==> src/rtl/ivec_pkg.sv <==
package ivec_pkg;
  localparam int REQ_W    = 6;
  localparam int WORD_W   = 64;
  localparam int NWORDS   = 3;
  localparam int IDX_W    = 2;
  localparam int BUSY_BIT = 5;
  localparam int SRC_LSB  = 6;
  localparam int SRC_W    = 5;

  // Build the first data word: all-ones source field above the request number.
  function automatic logic [WORD_W-1:0] enc_word0(input logic [REQ_W-1:0] num);
    logic [WORD_W-1:0] w;
    w = '0;
    w[SRC_LSB +: SRC_W] = '1;
    w[REQ_W-1:0] = num;
    return w;
  endfunction
endpackage

==> src/rtl/ivec_event.sv <==
module ivec_event #(
  parameter int REQ_W = ivec_pkg::REQ_W
) (
  input  logic             clk,
  input  logic             lvl,
  input  logic [REQ_W-1:0] num,
  output logic             ev_new,
  output logic             ev_drop
);
  logic             prev_lvl;
  logic [REQ_W-1:0] prev_num;

  // Tracks the inputs in every cycle, reset included, so that a request held
  // high through reset is not seen as a fresh edge afterwards.
  always_ff @(posedge clk) begin
    prev_lvl <= lvl;
    prev_num <= num;
  end

  always_comb begin
    ev_new  = lvl & (~prev_lvl | (num != prev_num));
    ev_drop = ~lvl & prev_lvl;
  end
endmodule

==> src/rtl/ivec_state.sv <==
module ivec_state #(
  parameter int REQ_W  = ivec_pkg::REQ_W,
  parameter int WORD_W = ivec_pkg::WORD_W,
  parameter int NWORDS = ivec_pkg::NWORDS
) (
  input  logic                          clk,
  input  logic                          rst,
  input  logic                          ev_new,
  input  logic                          ev_drop,
  input  logic [REQ_W-1:0]              num,
  output logic                          busy,
  output logic                          irq,
  output logic                          wake,
  output logic [NWORDS-1:0][WORD_W-1:0] words
);
  logic accept;
  logic release_q;

  always_comb begin
    accept    = ev_new & ~busy;
    release_q = ev_drop & busy;
  end

  always_ff @(posedge clk) begin
    if (rst) begin
      busy <= 1'b0;
      irq  <= 1'b0;
      wake <= 1'b0;
    end else begin
      wake <= accept;
      if (accept) begin
        busy <= 1'b1;
        irq  <= 1'b1;
      end else if (release_q) begin
        busy <= 1'b0;
        irq  <= 1'b0;
      end
    end
  end

  for (genvar g = 0; g < NWORDS; g++) begin : g_word
    always_ff @(posedge clk) begin
      if (rst) begin
        words[g] <= '0;
      end else if (accept) begin
        if (g == 0) words[g] <= ivec_pkg::enc_word0(num);
        else        words[g] <= '0;
      end
    end
  end
endmodule

==> src/rtl/ivec_rdport.sv <==
module ivec_rdport #(
  parameter int WORD_W   = ivec_pkg::WORD_W,
  parameter int NWORDS   = ivec_pkg::NWORDS,
  parameter int IDX_W    = ivec_pkg::IDX_W,
  parameter int BUSY_BIT = ivec_pkg::BUSY_BIT
) (
  input  logic                          clk,
  input  logic                          rst,
  input  logic                          sel_status,
  input  logic [IDX_W-1:0]              idx,
  input  logic                          busy,
  input  logic [NWORDS-1:0][WORD_W-1:0] words,
  output logic [WORD_W-1:0]             data
);
  logic [WORD_W-1:0] status_w;
  logic [WORD_W-1:0] mux_w;

  always_comb begin
    status_w           = '0;
    status_w[BUSY_BIT] = busy;
    mux_w              = '0;
    for (int i = 0; i < NWORDS; i++) begin
      if (int'(idx) == i) mux_w = words[i];
    end
  end

  always_ff @(posedge clk) begin
    if (rst) data <= '0;
    else     data <= sel_status ? status_w : mux_w;
  end
endmodule

==> src/rtl/ivec_capture.sv <==
module ivec_capture #(
  parameter int REQ_W    = ivec_pkg::REQ_W,
  parameter int WORD_W   = ivec_pkg::WORD_W,
  parameter int NWORDS   = ivec_pkg::NWORDS,
  parameter int IDX_W    = ivec_pkg::IDX_W,
  parameter int BUSY_BIT = ivec_pkg::BUSY_BIT
) (
  input  logic              clk,
  input  logic              rst,
  input  logic              req_level,
  input  logic [REQ_W-1:0]  req_num,
  input  logic              rd_status,
  input  logic [IDX_W-1:0]  rd_idx,
  output logic [WORD_W-1:0] rd_data,
  output logic              irq_out,
  output logic              wake_pulse
);
  logic                          ev_new;
  logic                          ev_drop;
  logic                          busy;
  logic [NWORDS-1:0][WORD_W-1:0] words;
  logic [WORD_W-1:0]             word0;

  assign word0 = words[0];

  ivec_event #(.REQ_W(REQ_W)) u_event (
    .clk(clk), .lvl(req_level), .num(req_num),
    .ev_new(ev_new), .ev_drop(ev_drop)
  );

  ivec_state #(.REQ_W(REQ_W), .WORD_W(WORD_W), .NWORDS(NWORDS)) u_state (
    .clk(clk), .rst(rst), .ev_new(ev_new), .ev_drop(ev_drop), .num(req_num),
    .busy(busy), .irq(irq_out), .wake(wake_pulse), .words(words)
  );

  ivec_rdport #(.WORD_W(WORD_W), .NWORDS(NWORDS), .IDX_W(IDX_W),
                .BUSY_BIT(BUSY_BIT)) u_rd (
    .clk(clk), .rst(rst), .sel_status(rd_status), .idx(rd_idx),
    .busy(busy), .words(words), .data(rd_data)
  );
endmodule

==> config.mk <==
export PLATFORM = sky130hd
export DESIGN_NAME = ivec_capture
export DESIGN_NICKNAME = d
export VERILOG_FILES = /design/src/rtl/ivec_pkg.sv /design/src/rtl/ivec_event.sv /design/src/rtl/ivec_state.sv /design/src/rtl/ivec_rdport.sv /design/src/rtl/ivec_capture.sv
export SDC_FILE = /design/constraint.sdc
export NUM_CORES = 1
export LEC_CHECK = 0
export BUFFER_PORTS_ARGS = -buffer_cell sky130_fd_sc_hd__buf_4
export CAP_MARGIN = 20
export CORE_ASPECT_RATIO = 0.5
export CORE_MARGIN = 1
export CORE_UTILIZATION = 41
export DETAILED_ROUTE_END_ITERATION = 7
export GPL_TIMING_DRIVEN = 0
export PLACE_DENSITY = 0.79
export SETUP_SLACK_MARGIN = 0.3
export SYNTH_ARGS = -nofsm -noshare
export SYNTH_HDL_FRONTEND = slang
export SYNTH_SLANG_ARGS = --single-unit
==> constraint.sdc <==
create_clock -name clk -period 1.3 [get_ports clk]
set_input_delay 0.195 -clock clk [delete_from_list [all_inputs] [get_ports clk]]
set_output_delay 0.195 -clock clk [all_outputs]
set_load 0.1 [all_outputs]
==> results of run 1 <==
[power by group]
| part | leakage [nW] | switching, mW | internal (mW) |
|---|---|---|---|
| clock network | 0.0228 | 0.217 | 0.219 |
| registers | 0.195 | 0.0192 | 0.736 |
| logic | 0.797 | 0.812 | 0.217 |
| total | 1.01 | 1.05 | 1.17 |
[stage by stage]
step | total power, mW | cell area [um2] | instances
3_5_place_dp | 1.741 | 1652 | 239
3_3_place_gp | 1.735 | 1652 | 239
4_1_cts | 2.206 | 1866 | 246
5_1_grt | 2.296 | 1924 | 247
6_report | 2.220 | 1924 | 247
2_1_floorplan | 1.679 | 1425 | 178
[layout by cell type, fill, tap and decap left out]
| cell type | synthesis | layout |
|---|---|---|
| sky130_fd_sc_hd__nor4_2 | 0 | 1 |
| sky130_fd_sc_hd__a21oi_1 | 1 | 1 |
| sky130_fd_sc_hd__nand3_1 | 1 | 1 |
| sky130_fd_sc_hd__inv_1 | 3 | 3 |
| sky130_fd_sc_hd__clkbuf_1 | 1 | 2 |
| sky130_fd_sc_hd__nor3_2 | 0 | 1 |
| sky130_fd_sc_hd__and2_1 | 6 | 6 |
| sky130_fd_sc_hd__buf_6 | 1 | 2 |
| sky130_fd_sc_hd__o211a_1 | 1 | 1 |
| sky130_fd_sc_hd__a32o_1 | 1 | 1 |
| sky130_fd_sc_hd__buf_4 | 57 | 67 |
| sky130_fd_sc_hd__dfxtp_2 | 0 | 8 |
| sky130_fd_sc_hd__buf_8 | 0 | 3 |
| sky130_fd_sc_hd__nand4_1 | 1 | 1 |
| sky130_fd_sc_hd__dfxtp_1 | 23 | 13 |
| sky130_fd_sc_hd__mux2i_1 | 6 | 6 |
| sky130_fd_sc_hd__conb_1 | 1 | 53 |
| sky130_fd_sc_hd__o21ai_0 | 2 | 1 |
| sky130_fd_sc_hd__dfxtp_4 | 0 | 2 |
| sky130_fd_sc_hd__o21ai_4 | 0 | 1 |
| sky130_fd_sc_hd__clkbuf_8 | 0 | 3 |
| sky130_fd_sc_hd__xnor2_1 | 6 | 5 |
| sky130_fd_sc_hd__o21a_1 | 1 | 1 |
| sky130_fd_sc_hd__nand2_1 | 12 | 12 |
| sky130_fd_sc_hd__xnor2_2 | 0 | 1 |
| sky130_fd_sc_hd__buf_12 | 0 | 14 |
[state kept, by name, indices dropped and copies added (netlist names)]
name,flops
u_event.prev_lvl,1
u_event.prev_num,6
u_rd.data,7
u_state.busy,1
u_state.wake,1
u_state.words,7
[repair_timing]
item	4_1_cts	5_1_grt
gates resized for setup	37	10
endpoints found under the hold margin	0	0
setup endpoints to repair	29	22
pin swaps	2	2
buffers inserted	3	1
cloned	0	0
[area by class of cell]
class                           count  area, um2
Buffer                             59      478.0
Clock buffer                        4      45.04
Fill cell                         189      743.2
Inverter                            3      11.26
Multi-Input combinational cell     93      489.2
Sequential cell                    23      478.0
Tap cell                           37      46.29
Timing Repair Buffer               28      376.6
[critical path: stages, from the launching register on]
cell,delay [ps]
sky130_fd_sc_hd__dfxtp_2,330
sky130_fd_sc_hd__xnor2_2,140
sky130_fd_sc_hd__nand4_1,150
sky130_fd_sc_hd__o211a_1,250
sky130_fd_sc_hd__buf_6,140
sky130_fd_sc_hd__o21a_1,160
[per-layer routing]
metal  vias to the layer above  GRT usage [%]
li1                        452              -
met1                       376          13.06
met2                        54          25.00
met3                         4          5.349
met4                         0          5.660
met5                         -              0
[worst min path at each step]
stage                    start                  end  slack (ps)
finish              req_num[1]  u_event.prev_num[1]          50
global route        req_num[1]  u_event.prev_num[1]          40
CTS                 req_num[3]  u_event.prev_num[3]          50
detailed placement  req_num[0]  u_event.prev_num[0]         330
global placement     req_level     u_event.prev_lvl         320
floorplan            req_level     u_event.prev_lvl         220
[logic make-up (layout without fill, tap and decap cells)]
family	count (synthesis)	after routing	share of synthesized area [%]
muxes	6	6	5.096
AOI/OAI and AO/OA	6	6	3.609
other	1	53	0.3182
and+or+nand+nor	22	22	8.917
xor gates and xnor gates	6	6	4.459
buffers and inverters	62	94	38.53
DFF	23	23	39.07
==> impl_summary.md, run 1 <==
Min path
The worst hold path belongs to the class in2reg. Along the worst hold path, the cell count comes to 1.

Clock tree
After clock tree synthesis, the flow added hold-fix buffers numbering 0. The number of buffers added by the clock tree synthesis step is 3. The clock passes through at most 2 buffers. The H-tree depth is 1. Clock tree synthesis selected as its root buffer the cell sky130_fd_sc_hd__clkbuf_8. The later-pin clock latency in the skew report is between 200 and 300 ps.

TritonCTS built the clock tree. Clock-pin slew was measured on the worst setup and hold paths at 80 ps. For this design, the sink count on the clock tree is 23.

Detailed routing
Dividing the detail-routed wire length by the instance count gives 8.992 um. The post-detailed-route via-to-cell ratio is 3.587. The first TritonRoute pass finished after 2 iterations. The detail route stage leaves a number of antenna-violating nets equal to 0. After detailed routing, the met3 layer carries 207 um of wire. After detailed routing, the number of remaining DRC violations is 0. Across all layers, the routed design uses 886 vias. The routed length on met1 is about 800 um. The highest routing layer actually used is met4. The met2 wire length is 1196 um. The final wirelength is 2221 um. The violation count after the first detailed-routing iteration is 18.

Critical path
The critical path endpoint category is a register. In this run the worst path has a maximum fanout of 7. Data on the critical path is required at its endpoint by 1460 ps. The data arrival time at the worst-slack endpoint is ~1400 ps.

The internal reg-to-reg setup slack is 20 ps. The endpoint identified for the worst register-to-register timing path is u_state.words[6]. The length in cells of the worst reg-to-reg path is 5. The worst reg2reg path startpoint is u_event.prev_num[0].

The destination of the critical timing path is u_state.words[6]. The category of the most critical setup path is reg2reg. The launch point of the critical path is u_event.prev_num[0]. The type of element launching the critical path is a register.

Job
The max capacitance violation total is 0.

Logic synthesis
Sorting the synthesized cells by how often they occur yields sky130_fd_sc_hd__buf_4, sky130_fd_sc_hd__dfxtp_1, sky130_fd_sc_hd__nand2_1. During synthesis, Yosys emitted a total of 0 warnings. The distinct cell type count after synthesis is 19. Summed over all instances, the cell type with the most area after synthesis is sky130_fd_sc_hd__dfxtp_1.

The average footprint of a synthesized cell is approximately 9.4 um2. Synthesis produced a netlist whose cell count is 126. By area the synthesized netlist is led by sky130_fd_sc_hd__dfxtp_1, sky130_fd_sc_hd__buf_4, sky130_fd_sc_hd__mux2i_1. The dominant register cell in the synthesized netlist is sky130_fd_sc_hd__dfxtp_1. The dominant cell by count in the synthesized netlist is sky130_fd_sc_hd__buf_4.

The cell area after technology mapping is 1179 um2. The async set-reset flop share out of synthesis is 0%. The synthesized design contains 0 enable-type register cells.

The area share of the largest cell type after synthesis is 39.07%. The post-synthesis sequential element count is 23. The sequential fraction of the synthesis area is 39.07%.

Timing
The maximum operating frequency is between 700 and 800 MHz. Setup repair after global routing could not meet its margin everywhere. The final count of pins violating max slew came to 0.

Across the routed clock network, the largest skew measured is approximately 2.0 ps. The post-route worst hold slack is between 50 and 60 ps. Counting I/O delays and the setup requirement, the final critical path takes 1276 ps. The count of endpoints failing setup in the final report is 0. The number of hold violations in the final report is 0. Measured against its own limit, the worst slew margin works out to 57.95%. The post-route setup TNS is 0 ps. The share of the clock period used by the worst path after layout is 98.19%. The slew at the pin closest to its max-slew limit is between 600 and 700 ps. The final worst setup slack is 23.51 ps.

GRT
Entering global routing, the biggest net connects 13 pins. The global-route total usage across every layer is between 10% and 20%. The wire length of the first global-routing pass is 2918 um. The number of antenna violations at the first check in global routing was 0. The via count of the first global-routing pass is 678. Summed over all layers, the global routing overflow is 0.

Cells and area
Relative to the synthesized area, the layout overhead comes to 63.27%. Cells with a size suffix above 1 make up 49.05% of the layout. After the last flow step, the layout net total stands at 223. The core occupancy in the finished layout is 72.14%. 0 antenna diodes ended up in the layout.

Floorplanning
The count of standard-cell rows is 13. In this run the vertical extent of the chip is between 30 and 40 um. The x dimension of the die is 77.83 um. For this design the top-level I/O count stands at 78. The total die area is 3106 um2.

The area inside the core boundary is roughly 2700 um2. The initial core utilization is 44.18%.

Power
The standby leakage power is 1.014 nW. The power density over cell area is 1154 nW/um2. The worst-case vdd ir drop is ~0.56 mV.

Placement
The placer's final routability congestion estimate is 0.7585. Buffers placed on the I/O ports in this run total 24. The half-perimeter wire length after placement is 1555 um. At the placement stage, the worst setup path has a slack of -198.2 ps.

Outcome
The run finished with clean final reports.
No activity file was read; power rests on OpenSTA's default activity.
==> run 2: changes to the inputs <==
--- a/config.mk
+++ b/config.mk
@@ -12,7 +12,8 @@
 export CORE_UTILIZATION = 41
 export DETAILED_ROUTE_END_ITERATION = 7
 export GPL_TIMING_DRIVEN = 0
-export PLACE_DENSITY = 0.79
+export MAX_ROUTING_LAYER = met4
+export PLACE_DENSITY_LB_ADDON = 0.08
 export SETUP_SLACK_MARGIN = 0.3
 export SYNTH_ARGS = -nofsm -noshare
 export SYNTH_HDL_FRONTEND = slang
==> run 2 against run 1 <==
  * Sequential power about the same
  * First-iteration DRC count down 11%
  * Critical path depth unchanged
  * Worst hold slack worse by 1.8 ps
  * Sequential share of layout area up 0.54 points
  * Via count down 3.8%
  * Critical endpoint unchanged
  * Highest routed layer unchanged
  * Die area unchanged
==> impl_summary.md, run 2 (synthesis gave the netlist of run 1 again) <==
Min path
The worst hold path depth came to 1 (unchanged). For hold timing, the worst endpoint is u_event.prev_lvl. The startpoint identified for the worst hold timing path is req_level. The class of the worst hold path is in2reg.

GRT
The global-route total usage across every layer is 12.48% (-0.44 points). The total congestion overflow after global routing is 0 (unchanged). The number of antenna violations at the first check in global routing is 0 (unchanged). The wire length of the first global-routing pass is 2684 um (-8.0%).

The maximum number of pins on one net before global-route repair was 14 (+1). The via count of the first global-routing pass is 633 (-6.6%).

Floorplanning
The total die area came to 3106 um2 (unchanged). The area inside the core boundary is 2668 um2 (unchanged). The x dimension of the die is 77.83 um (unchanged). The initial core utilization is 44.18% (unchanged). The chip height came to 39.91 um (unchanged). The count of standard-cell rows is 13 (unchanged). The I/O pin count is 78 (unchanged).

Power
The worst-case vdd ir drop is 0.6487 mV (+16%). The switching part of the total is 47.27% (+0.070 points). The internal power of the cells is 1.160 mW (-1.0%).

The clock group share of total power came to 19.6% (about the same). The power dissipated by switching net loads is 1.040 mW (-0.76%). The sequential cell fraction of total power was 34.4% (+0.4 points). The power density over cell area was 1162 nW/um2 (+0.73%).

The standby leakage power was 1.005 nW (-0.83%). The combinational group share of total power was 46.0% (-0.3 points).

Cells and area
The commonest non-fill, non-tap cell in the layout is sky130_fd_sc_hd__buf_4. The antenna diode instance count is 0 (unchanged). The count of nets after finishing is 219 (-1.8%). The total area of multi-input combinational cells was 488.0 um2 (-0.26%).

The area taken by flip-flops and latches is 480.5 um2 (+0.52%). The core occupancy in the finished layout is 70.97% (-1.2 points). From synthesis to final layout, the design area changed by 60.62%. In the layout the commonest cells are sky130_fd_sc_hd__buf_4, sky130_fd_sc_hd__conb_1, sky130_fd_sc_hd__buf_12, sky130_fd_sc_hd__nand2_1, sky130_fd_sc_hd__dfxtp_1. The largest registers in the layout are u_rd.data x7, u_state.words x7, u_event.prev_num x6. The count of fill cells added during filler insertion is 201 (+6.3%). The proportion of layout cells with a drive suffix above 1 is 49.51% (+0.47 points).

Critical path
Traced cell by cell, the critical path runs through xnor2_2, nand4_1, o211a_1, buf_6, o21a_1. The worst path buffer plus inverter count is 1 (unchanged). The largest individual stage delay along the critical path comes from the cell sky130_fd_sc_hd__dfxtp_2. The peak per-stage delay on the critical path is 330 ps (about the same). The maximum fanout encountered on the critical timing path was 7 (unchanged). The critical path endpoint category is a register.

The critical path in this run is classified as reg2reg. The data arrival time at the worst-slack endpoint was 1380 ps (-60 ps). STA classifies the critical path startpoint as a register. The worst register-to-register path begins at u_event.prev_num[3]. The length in cells of the worst reg-to-reg path is 5 (unchanged).

The required time of the worst setup path came to 1460 ps (about the same). The internal reg-to-reg setup slack is 90 ps (+60 ps). The destination of the worst register-to-register timing path is u_state.words[6].

Grouping stages by cell kind, the critical path spends the most delay in compound AO/OA/AOI/OAI gates.

Placement
The placer's final routability congestion estimate is 0.6925 (-8.7%). The half-perimeter wire length after placement was 1467 um (-5.7%). The number of buffers added on ports is 24 (unchanged). The worst slack after detailed placement is -235.3 ps (-37.03 ps).

Clock tree
The clock tree buffer depth is 2 (unchanged). The later-pin clock latency in the skew report is 260 ps (about the same). The post-cts hold buffer count was 0 (unchanged). The H-tree depth is 1 (unchanged).

The number of buffers added by the clock tree synthesis step is 3 (unchanged). The clock-pin slew of the registers on the worst-case setup and hold paths is 80 ps (about the same). The buffer type at the clock tree root is sky130_fd_sc_hd__clkbuf_8. The clock sink total is 23 (unchanged). TritonCTS built the clock tree.

Detailed routing
The violation count after the first detailed-routing iteration is 16 (-2). The final wirelength is 1946 um (-12%). The overall via count from detail_route is 852 (-3.8%). The post-detailed-route via-to-cell ratio is 3.506 (-2.3%).

The remaining antenna violation count came to 0 (unchanged). The first-pass detailed-route iteration total is 4 (+2). The wire length per cell is 8.008 um (-11%). The total DRC errors in the routed layout is 0 (unchanged).

Timing
Setup repair after global routing could not meet its margin everywhere. The maximum operating frequency came to 825.4 MHz (+5.4%). The final critical delay including setup and external delays is 1212 ps (-64.98 ps). The share of the clock period used by the worst path after layout was 93.19% (-5.0 points). The number of hold violations in the final report is 0 (unchanged). The slew at the pin closest to its max-slew limit came to 669.3 ps (+43.71 ps). The clock skew came to 3.850 ps (+1.886 ps). The normalized max-slew margin was 55.01% (-2.9 points). The count of endpoints failing setup in the final report came to 0 (unchanged). The final count of pins violating max slew was 0 (unchanged). The final worst setup slack is 88.48 ps (+64.98 ps).

Outcome
The run finished with clean final reports.

Job
The max capacitance violation total is 0 (unchanged).
## run 2: cell count changes in the layout (fill, tap and decap cells not counted), sizes merged
cell,before,now
buf,86,82
clkbuf,5,4
clkinv,0,1
## run 2: through the flow
step / hold WS (ps) / total power, mW / TNS, ps / cell area (um2) / std cells
2_1_floorplan: 222.7 / 1.679 / 0 / 1425 / 178
3_3_place_gp: 324.1 / 1.737 / -1432 / 1652 / 239
4_1_cts: 47.58 / 2.196 / 0 / 1842 / 243
3_5_place_dp: 324.2 / 1.740 / -1613 / 1652 / 239
6_report: 52.98 / 2.200 / 0 / 1893 / 243
5_1_grt: 40.20 / 2.276 / 0 / 1893 / 243
## run 2: how the worst max path moves through the flow
stage / start / endpoint / slack [ps] / cells after the start
after floorplan: u_event.prev_num[2] / u_state.words[6] / 160 / 5
after global placement: rd_idx[1] / u_rd.data[2] / -210 / 3
after detailed placement: rd_idx[1] / u_rd.data[2] / -240 / 3
after CTS: u_event.prev_num[2] / u_state.words[6] / 80 / 5
after global routing: u_event.prev_num[3] / u_state.words[6] / 40 / 5
final: u_event.prev_num[3] / u_state.words[6] / 90 / 5
## run 2: what timing repair did
| item | CTS | global route |
|---|---|---|
| pin swaps | 1 | 0 |
| gates cloned | 0 | 0 |
| gates resized for setup | 35 | 11 |
| setup endpoints to repair | 29 | 22 |
| buffers inserted | 0 | 0 |
## run 2: final cells by class
cell class | count | share of cell area, %
Tap cell | 37 | 2.445
Buffer | 59 | 25.25
Timing Repair Buffer | 24 | 18.11
Clock buffer | 3 | 2.181
Multi-Input combinational cell | 93 | 25.78
Inverter | 3 | 0.5948
Clock inverter | 1 | 0.2644
Sequential cell | 23 | 25.38
## run 2: layer usage
metal	global-route usage (%)	vias up	wire (um)
met5	-	-	0
met4	4.245	0	26
met3	5.349	4	231
met2	22.35	54	920
met1	12.96	348	767
li1	-	446	-
## run 2: power by group through the flow
stage / combinational [mW] / sequential (mW) / clock [mW]
6_report: 1.01 / 0.757 / 0.431
5_1_grt: 1.04 / 0.761 / 0.474
4_1_cts: 0.995 / 0.756 / 0.446
3_5_place_dp: 0.971 / 0.768 / 0
3_3_place_gp: 0.970 / 0.767 / 0
2_1_floorplan: 0.864 / 0.815 / 0
